$ cat src/rtl/dfpa_pkg.sv
package dfpa_pkg;

  localparam int PSZ_W = 11;  // widest real page size (1056) fits in 11 bits
  localparam int OFB_W = 4;   // offset-width value, at most 11

  typedef enum logic [1:0] {
    PG_NOM_256  = 2'd0,
    PG_NOM_512  = 2'd1,
    PG_NOM_1024 = 2'd2,
    PG_NOM_BAD  = 2'd3
  } pg_sel_e;

  // Real page size from the nominal selection and the power-of-two status bit.
  function automatic logic [PSZ_W-1:0] page_size_f(input pg_sel_e sel, input logic pow2);
    logic [PSZ_W-1:0] nom;
    case (sel)
      PG_NOM_256:  nom = 11'd256;
      PG_NOM_512:  nom = 11'd512;
      PG_NOM_1024: nom = 11'd1024;
      default:     nom = 11'd256;
    endcase
    return pow2 ? nom : (nom + (nom >> 5));
  endfunction

  // Smallest bit count that holds (size - 1).
  function automatic logic [OFB_W-1:0] offset_bits_f(input logic [PSZ_W-1:0] size);
    logic [PSZ_W-1:0] top;
    logic [OFB_W-1:0] n;
    top = size - 1'b1;
    n = '0;
    for (int i = 0; i < PSZ_W; i++) begin
      if (top[i]) n = OFB_W'(i + 1);
    end
    return n;
  endfunction

endpackage

$ cat src/rtl/dfpa_page_cfg.sv
module dfpa_page_cfg
  import dfpa_pkg::*;
#(
  parameter int AW         = 24,
  parameter int PAGE_COUNT = 4096
) (
  input  logic [1:0]       sel_i,
  input  logic             pow2_i,
  input  logic [AW-1:0]    base_i,
  input  logic [AW-1:0]    len_i,
  output logic [PSZ_W-1:0] size_o,
  output logic [OFB_W-1:0] bits_o,
  output logic             sel_ok_o,
  output logic             fits_o
);
  localparam int TW = AW + 2;

  pg_sel_e       sel_e;
  logic [TW-1:0] total_w;
  logic [TW-1:0] end_w;

  always_comb begin
    sel_e    = pg_sel_e'(sel_i);
    size_o   = page_size_f(sel_e, pow2_i);
    bits_o   = offset_bits_f(size_o);
    sel_ok_o = (sel_e != PG_NOM_BAD);
    total_w  = TW'(PAGE_COUNT) * TW'(size_o);
    end_w    = TW'(base_i) + TW'(len_i);
    fits_o   = (end_w <= total_w);
  end
endmodule

$ cat src/rtl/dfpa_div.sv
module dfpa_div #(
  parameter int DW = 24,
  parameter int VW = 11
) (
  input  logic          clk,
  input  logic          rst_n,
  input  logic          go_i,
  input  logic [DW-1:0] dividend_i,
  input  logic [VW-1:0] divisor_i,
  output logic [DW-1:0] quo_o,
  output logic [VW-1:0] rem_o,
  output logic          fin_o
);
  localparam int CW = $clog2(DW + 1);

  logic [DW-1:0] quo_q;
  logic [VW-1:0] rem_q;
  logic [VW-1:0] dsr_q;
  logic [CW-1:0] cnt_q;
  logic          fin_q;

  logic [VW:0]   shifted_w;
  logic [VW+1:0] trial_w;
  logic          keep_w;

  always_comb begin
    shifted_w = {rem_q, quo_q[DW-1]};
    trial_w   = {1'b0, shifted_w} - {2'b00, dsr_q};
    keep_w    = ~trial_w[VW+1];
  end

  always_ff @(posedge clk) begin
    if (!rst_n) begin
      quo_q <= '0;
      rem_q <= '0;
      dsr_q <= '0;
      cnt_q <= '0;
      fin_q <= 1'b0;
    end else begin
      fin_q <= 1'b0;
      if (go_i) begin
        quo_q <= dividend_i;
        rem_q <= '0;
        dsr_q <= divisor_i;
        cnt_q <= CW'(DW);
      end else if (cnt_q != '0) begin
        rem_q <= keep_w ? trial_w[VW-1:0] : shifted_w[VW-1:0];
        quo_q <= {quo_q[DW-2:0], keep_w};
        cnt_q <= cnt_q - 1'b1;
        fin_q <= (cnt_q == CW'(1));
      end
    end
  end

  assign quo_o = quo_q;
  assign rem_o = rem_q;
  assign fin_o = fin_q;
endmodule

$ cat src/rtl/dfpa_pack.sv
module dfpa_pack #(
  parameter int AW = 24,
  parameter int SW = 11,
  parameter int BW = 4
) (
  input  logic [AW-1:0]          quo_i,
  input  logic [SW-1:0]          rem_i,
  input  logic [BW-1:0]          bits_i,
  output logic [AW-1:0]          word_o,
  output logic [AW/8-1:0][7:0]   bytes_o
);
  localparam int NB = AW / 8;

  always_comb begin
    word_o = (quo_i << bits_i) | {{(AW-SW){1'b0}}, rem_i};
  end

  for (genvar g = 0; g < NB; g++) begin : g_byte
    assign bytes_o[g] = word_o[8*g +: 8];
  end
endmodule

$ cat src/rtl/dfpa_seg_addr.sv
module dfpa_seg_addr
  import dfpa_pkg::*;
#(
  parameter int AW         = 24,
  parameter int PAGE_COUNT = 4096
) (
  input  logic          clk,
  input  logic          rst_n,
  input  logic          start,
  input  logic [AW-1:0] lin_addr,
  input  logic [AW-1:0] xfer_len,
  input  logic [1:0]    size_sel,
  input  logic          pow2_flag,
  output logic          busy,
  output logic          done,
  output logic          err,
  output logic [7:0]    addr_hi,
  output logic [7:0]    addr_mid,
  output logic [7:0]    addr_lo
);
  localparam int NB = AW / 8;

  logic             busy_q, done_q, rej_q, err_q;
  logic [OFB_W-1:0] bits_q;
  logic [AW-1:0]    out_q;

  logic             accept_w;
  logic             div_fin_w;
  logic [PSZ_W-1:0] cfg_size_w;
  logic [OFB_W-1:0] cfg_bits_w;
  logic             cfg_ok_w, cfg_fit_w;
  logic [AW-1:0]    quo_w;
  logic [PSZ_W-1:0] rem_w;
  logic [AW-1:0]    word_w;
  logic [NB-1:0][7:0] bytes_w;
  logic [NB-1:0][7:0] out_bytes_w;

  assign accept_w = start & ~busy_q;

  dfpa_page_cfg #(.AW(AW), .PAGE_COUNT(PAGE_COUNT)) u_cfg (
    .sel_i   (size_sel),
    .pow2_i  (pow2_flag),
    .base_i  (lin_addr),
    .len_i   (xfer_len),
    .size_o  (cfg_size_w),
    .bits_o  (cfg_bits_w),
    .sel_ok_o(cfg_ok_w),
    .fits_o  (cfg_fit_w)
  );

  dfpa_div #(.DW(AW), .VW(PSZ_W)) u_div (
    .clk       (clk),
    .rst_n     (rst_n),
    .go_i      (accept_w),
    .dividend_i(lin_addr),
    .divisor_i (cfg_size_w),
    .quo_o     (quo_w),
    .rem_o     (rem_w),
    .fin_o     (div_fin_w)
  );

  dfpa_pack #(.AW(AW), .SW(PSZ_W), .BW(OFB_W)) u_pack (
    .quo_i  (quo_w),
    .rem_i  (rem_w),
    .bits_i (bits_q),
    .word_o (word_w),
    .bytes_o(bytes_w)
  );

  always_ff @(posedge clk) begin
    if (!rst_n) begin
      busy_q <= 1'b0;
      done_q <= 1'b0;
      rej_q  <= 1'b0;
      err_q  <= 1'b0;
      bits_q <= '0;
      out_q  <= '0;
    end else begin
      done_q <= 1'b0;
      if (accept_w) begin
        busy_q <= 1'b1;
        bits_q <= cfg_bits_w;
        rej_q  <= ~(cfg_ok_w & cfg_fit_w);
      end else if (busy_q && div_fin_w) begin
        busy_q <= 1'b0;
        done_q <= 1'b1;
        err_q  <= rej_q;
        out_q  <= rej_q ? '0 : {bytes_w};
      end
    end
  end

  assign out_bytes_w = out_q;
  assign busy     = busy_q;
  assign done     = done_q;
  assign err      = err_q;
  assign addr_hi  = out_bytes_w[2];
  assign addr_mid = out_bytes_w[1];
  assign addr_lo  = out_bytes_w[0];

  logic unused_w;
  assign unused_w = ^word_w;
endmodule

$ cat config.mk
export PLATFORM = sky130hd
export DESIGN_NAME = dfpa_seg_addr
export DESIGN_NICKNAME = d
export VERILOG_FILES = /design/src/rtl/dfpa_pkg.sv /design/src/rtl/dfpa_page_cfg.sv /design/src/rtl/dfpa_div.sv /design/src/rtl/dfpa_pack.sv /design/src/rtl/dfpa_seg_addr.sv
export SDC_FILE = /design/constraint.sdc
export NUM_CORES = 1
export LEC_CHECK = 0
export CORE_UTILIZATION = 56
export CTS_CLUSTER_SIZE = 16
export DETAILED_ROUTE_END_ITERATION = 12
export PLACE_DENSITY = 0.9
export SKIP_CTS_REPAIR_TIMING = 1
export SLEW_MARGIN = 20
export SYNTH_ARGS = -nofsm -noshare
export SYNTH_HDL_FRONTEND = slang
export SYNTH_SLANG_ARGS = --single-unit
$ cat constraint.sdc
create_clock -name clk -period 5.9 [get_ports clk]
set_input_delay 0.885 -clock clk [delete_from_list [all_inputs] [get_ports clk]]
set_output_delay 0.885 -clock clk [all_outputs]
set_load 0.01 [all_outputs]
==> results.md <==
- The share of the synthesized area in the top cell type is 26.72%.
- The H-tree depth is 3.
- Clock tree synthesis selected as its root buffer the cell clkbuf_8.
- The critical path data required time is slightly above 6 ns.
- The final number of setup-violating endpoints is 0.
- The start-to-end type of the worst setup path is primary input to register.
- In this run the most critical hold path is launched from out_bytes_w[7].
- Synthesis handed over a netlist of ~700 instances.
- The clock period minus final worst setup slack is between 5 and 6 ns.
- Counting flops and latches in the post-synthesis netlist gives 79.
- Derived from the worst setup path, the maximum achievable clock frequency is 189.7 MHz.
- Entering global routing, the biggest net connects 58 pins.
- The count of different cell masters after synthesis is 70.
- The die area is roughly 11000 um^2.
- The total placed cells including tap cells is 895.
- The source of the worst register-to-register timing path is busy.
- The total area inside the core boundary comes to 10280 um^2.
- Headroom to the max-slew limit came out at 29.23%.
- The overall global routing resource usage is 28.11%.
- The number of synthesized flops with an enable pin is 0.
- VDD sags by at most 219.3 uV.
- The final layout contains routed wiring with a total length of 15.25 mm.
- The startpoint type of the worst setup path is a primary input.
- The area added between synthesis and finish is 17.73%.
- CTS saw 79 sinks.
- The HPWL after detailed placement is around 12 mm.
- By area the synthesized netlist is led by dfxtp_1, ha_1, nand2_1.
- The wire length of the first global-routing pass is 25.19 mm.
- The net count reported at finish is 870.
- The number of cells on the worst reg-to-reg path is 4.
- For the final database, setup skew stands at 0.005434 ns.
- The initial antenna violation count was 0.
- The minimum setup slack after placement is 0.2669 ns.
- The number of max-slew violations in the final report is 0.
- The fraction of final layout cells with drive strength greater than 1 is 6.968%.
- The weighted congestion at the end of routability-driven global placement is 0.9028.
- The clock tree from TritonCTS is done.
- By instance count, the leading cell after synthesis is nand2_1.
- Dividing total power by cell area gives a power density of 310.7 nW/um^2.
- After routing the design area is 6969 um^2.
- In the finished design, the share of the clock period the worst path needs comes to 89.33%.
- From left edge to right edge, the die measures about 100 um.
- The worst setup path is captured at a register.
- Summing every instance area after synthesis gives approximately 5900 um^2.
- The number of DRC violations after detailed-routing iteration 0 is 383.
- Once the floorplan was initialized, standard cells occupied between 50% and 60% of the core.
- The clock edge transition at the registers on the reported setup and hold paths is 0.08 ns.
- The clock passes through at most 2 buffers.
- The routed wirelength normalized by instance count is roughly 17 um.
- The design draws between 0.002 and 0.0025 W.
- The post-synthesis net count is 815.
- Setup repair after global routing left no endpoint under its margin.
- The end of the worst register-to-register path is u_div.rem_o[10].
- The count of buffers added on input and output ports is 80.
- Across all register-to-register paths, the minimum setup slack is 3.41 ns.
- In this run, CTS created clock tree buffers numbering 9.
- At the pin with the least slew margin, the transition time is 1.062 ns.
- From bottom edge to top edge, the die measures 104.8 um.
- For this design the static power due to leakage is 2.715 nW.
- The worst hold path passes through 2 cells.
- The flow ran to the end, and the final reports show no timing, DRC or antenna violations.
- After layout, the worst setup slack is 0.6297 ns.
- In this run the core area contains 37 standard-cell rows.
- The most used flip-flop cell after synthesis is dfxtp_1.
- In the synthesized netlist, the cells that appear most often are nand2_1, dfxtp_1, a21oi_1.
- The via density per instance is 6.246.
- The arrival time at the worst endpoint is 5.50 ns.
- In this run the cell area measured after placement is a little under 7000 um^2.
- The first-pass iteration count of the detailed router is 5.
- Along the worst path, the maximum fanout reaches 4.
- In the final timing run, aggregate negative setup slack is 0 ns.
- For this run, asynchronously set or reset flops after synthesis account for 0%.
- The count of fill cells added during filler insertion is 836.
- Sequential cells were found to cover 26.72% of the synthesized design area.
- Pin placement for this block handled 81 I/O pins.
- The count of inserted antenna diode cells is 0.
- The post-route DRC violation count is 0.
- The sum of overflow across all layers after global routing is 0.
- The mean post-synth cell area is 8.279 um^2.
- The clock insertion delay at the later pin of the skew report is 0.36 ns.
- The number of hold-slack violations in the final timing report is 0.
- The via count of the first global-routing pass is 5306.
- Across all layers, the routed design uses between 5000 and 6000 vias.
- The class of the tightest hold or removal check is register to register.
- In this run the remaining antenna-violating nets after routing total 0.
- The count of maximum capacitance violations is 0.
- The path with the worst hold slack has its endpoint at out_bytes_w[7].
- The warning count from the yosys run is 0.
- Once layout is complete, the cells apart from fillers number 911.
- The cell type contributing the most total cell area after synthesis is dfxtp_1.
==> critical path: stages <==
cell and delay [ns]:
clkdlybuf4s50_1 0.46, ha_1 0.25, fa_1 0.41, a21o_1 0.22, a221oi_4 0.35, nor3_2 0.11, o31ai_2 0.27, a21oi_2 0.10
a311o_1 0.38, a21oi_2 0.16, xnor2_1 0.09, ha_1 0.32, nor4bb_1 0.27, o2111ai_1 0.16, nor4_1 0.20, o2111ai_1 0.14
nor4_1 0.28, nand4_1 0.14, o211ai_1 0.18, o211ai_1 0.11
==> through the flow <==
stage | hold WS, ns | utilization [%]
6_report | 0.4521 | 67.81
5_1_grt | 0.4877 | 67.81
4_1_cts | 0.4560 | 67.81
3_5_place_dp | 0.4451 | 65.88
3_3_place_gp | 0.4290 | 65.88
2_1_floorplan | 0.4435 | -
==> flip-flops by register name, summed over array words and instances (netlist names) <==
signal	count
bits_q	4
busy	1
done	1
err	1
out_bytes_w	24
rej_q	1
u_div.cnt_q	5
u_div.dsr_q	6
u_div.fin_o	1
u_div.quo_o	24
u_div.rem_o	11
==> cell usage in the layout, fill, tap and decap left out, drive strengths merged, types with 3 or more instances in the layout <==
master         count
nand4              7
o21ai             30
nand3             34
clkinvlp           3
ha                44
a21oi             56
a311oi             4
o211a             23
dfxtp             79
nor2              35
or2                4
xor2               3
mux2i             31
o22ai              3
xnor2             14
nor4               3
o2111ai            3
nand3b             8
a21boi            12
nor4b              3
a21o               7
clkbuf            11
mux4              11
and3               4
buf                7
nor3              17
nor2b             20
a211oi            19
a31oi              4
mux2               5
nand2b             6
inv               22
nor3b              3
o21a               7
and2               5
o211ai             7
or3                4
a22o              15
clkdlybuf4s50     80
nand2             96
==> cells by family (layout without fill, tap and decap cells) <==
kind of cell | Yosys count | count (layout) | share of synthesized area, %
simple gates | 253 | 253 | 20.84
buf+inv | 66 | 126 | 4.523
compound gates | 207 | 207 | 25.05
xor+xnor | 17 | 17 | 2.515
fa+ha+maj | 46 | 46 | 9.977
mux | 47 | 47 | 10.38
flops | 79 | 79 | 26.72
==> area by class of cell <==
type	instances	area [um^2]	share of cell area (%)
Timing Repair Buffer	87	853.3	12.24
Clock buffer	11	141.4	2.029
Tap cell	136	170.2	2.442
Clock inverter	5	57.56	0.8259
Sequential cell	79	1582	22.69
Inverter	23	86.33	1.239
Multi-Input combinational cell	570	4079	58.53
==> how the worst max path moves through the flow <==
stage	start	slack, ns	to	cells past startpoint
3_3_place_gp	lin_addr[0]	0.51	rej_q	20
5_1_grt	lin_addr[0]	0.40	rej_q	20
4_1_cts	lin_addr[0]	0.65	rej_q	20
6_report	lin_addr[0]	0.63	rej_q	20
3_5_place_dp	lin_addr[0]	0.27	rej_q	20
2_1_floorplan	lin_addr[0]	1.32	rej_q	19
==> report_power, final <==
group	switching [W]	leakage (nW)	internal [W]
clock	0.000197	0.0916	0.000206
sequential	0.000109	0.646	0.000613
combinational	0.000597	1.98	0.000443
==> routing by layer <==
layer  wire [um]  part of all wire [%]  up-vias  GRT usage [%]
met4         410                   2.7        0          12.07
met2        7595                    50      218          48.72
li1            -                     -     2759              -
met5           0                     0        -              0
met3         757                   5.0       34          3.805
met1        6489                    43     2679          34.80
(Power assumes the default switching activity.)
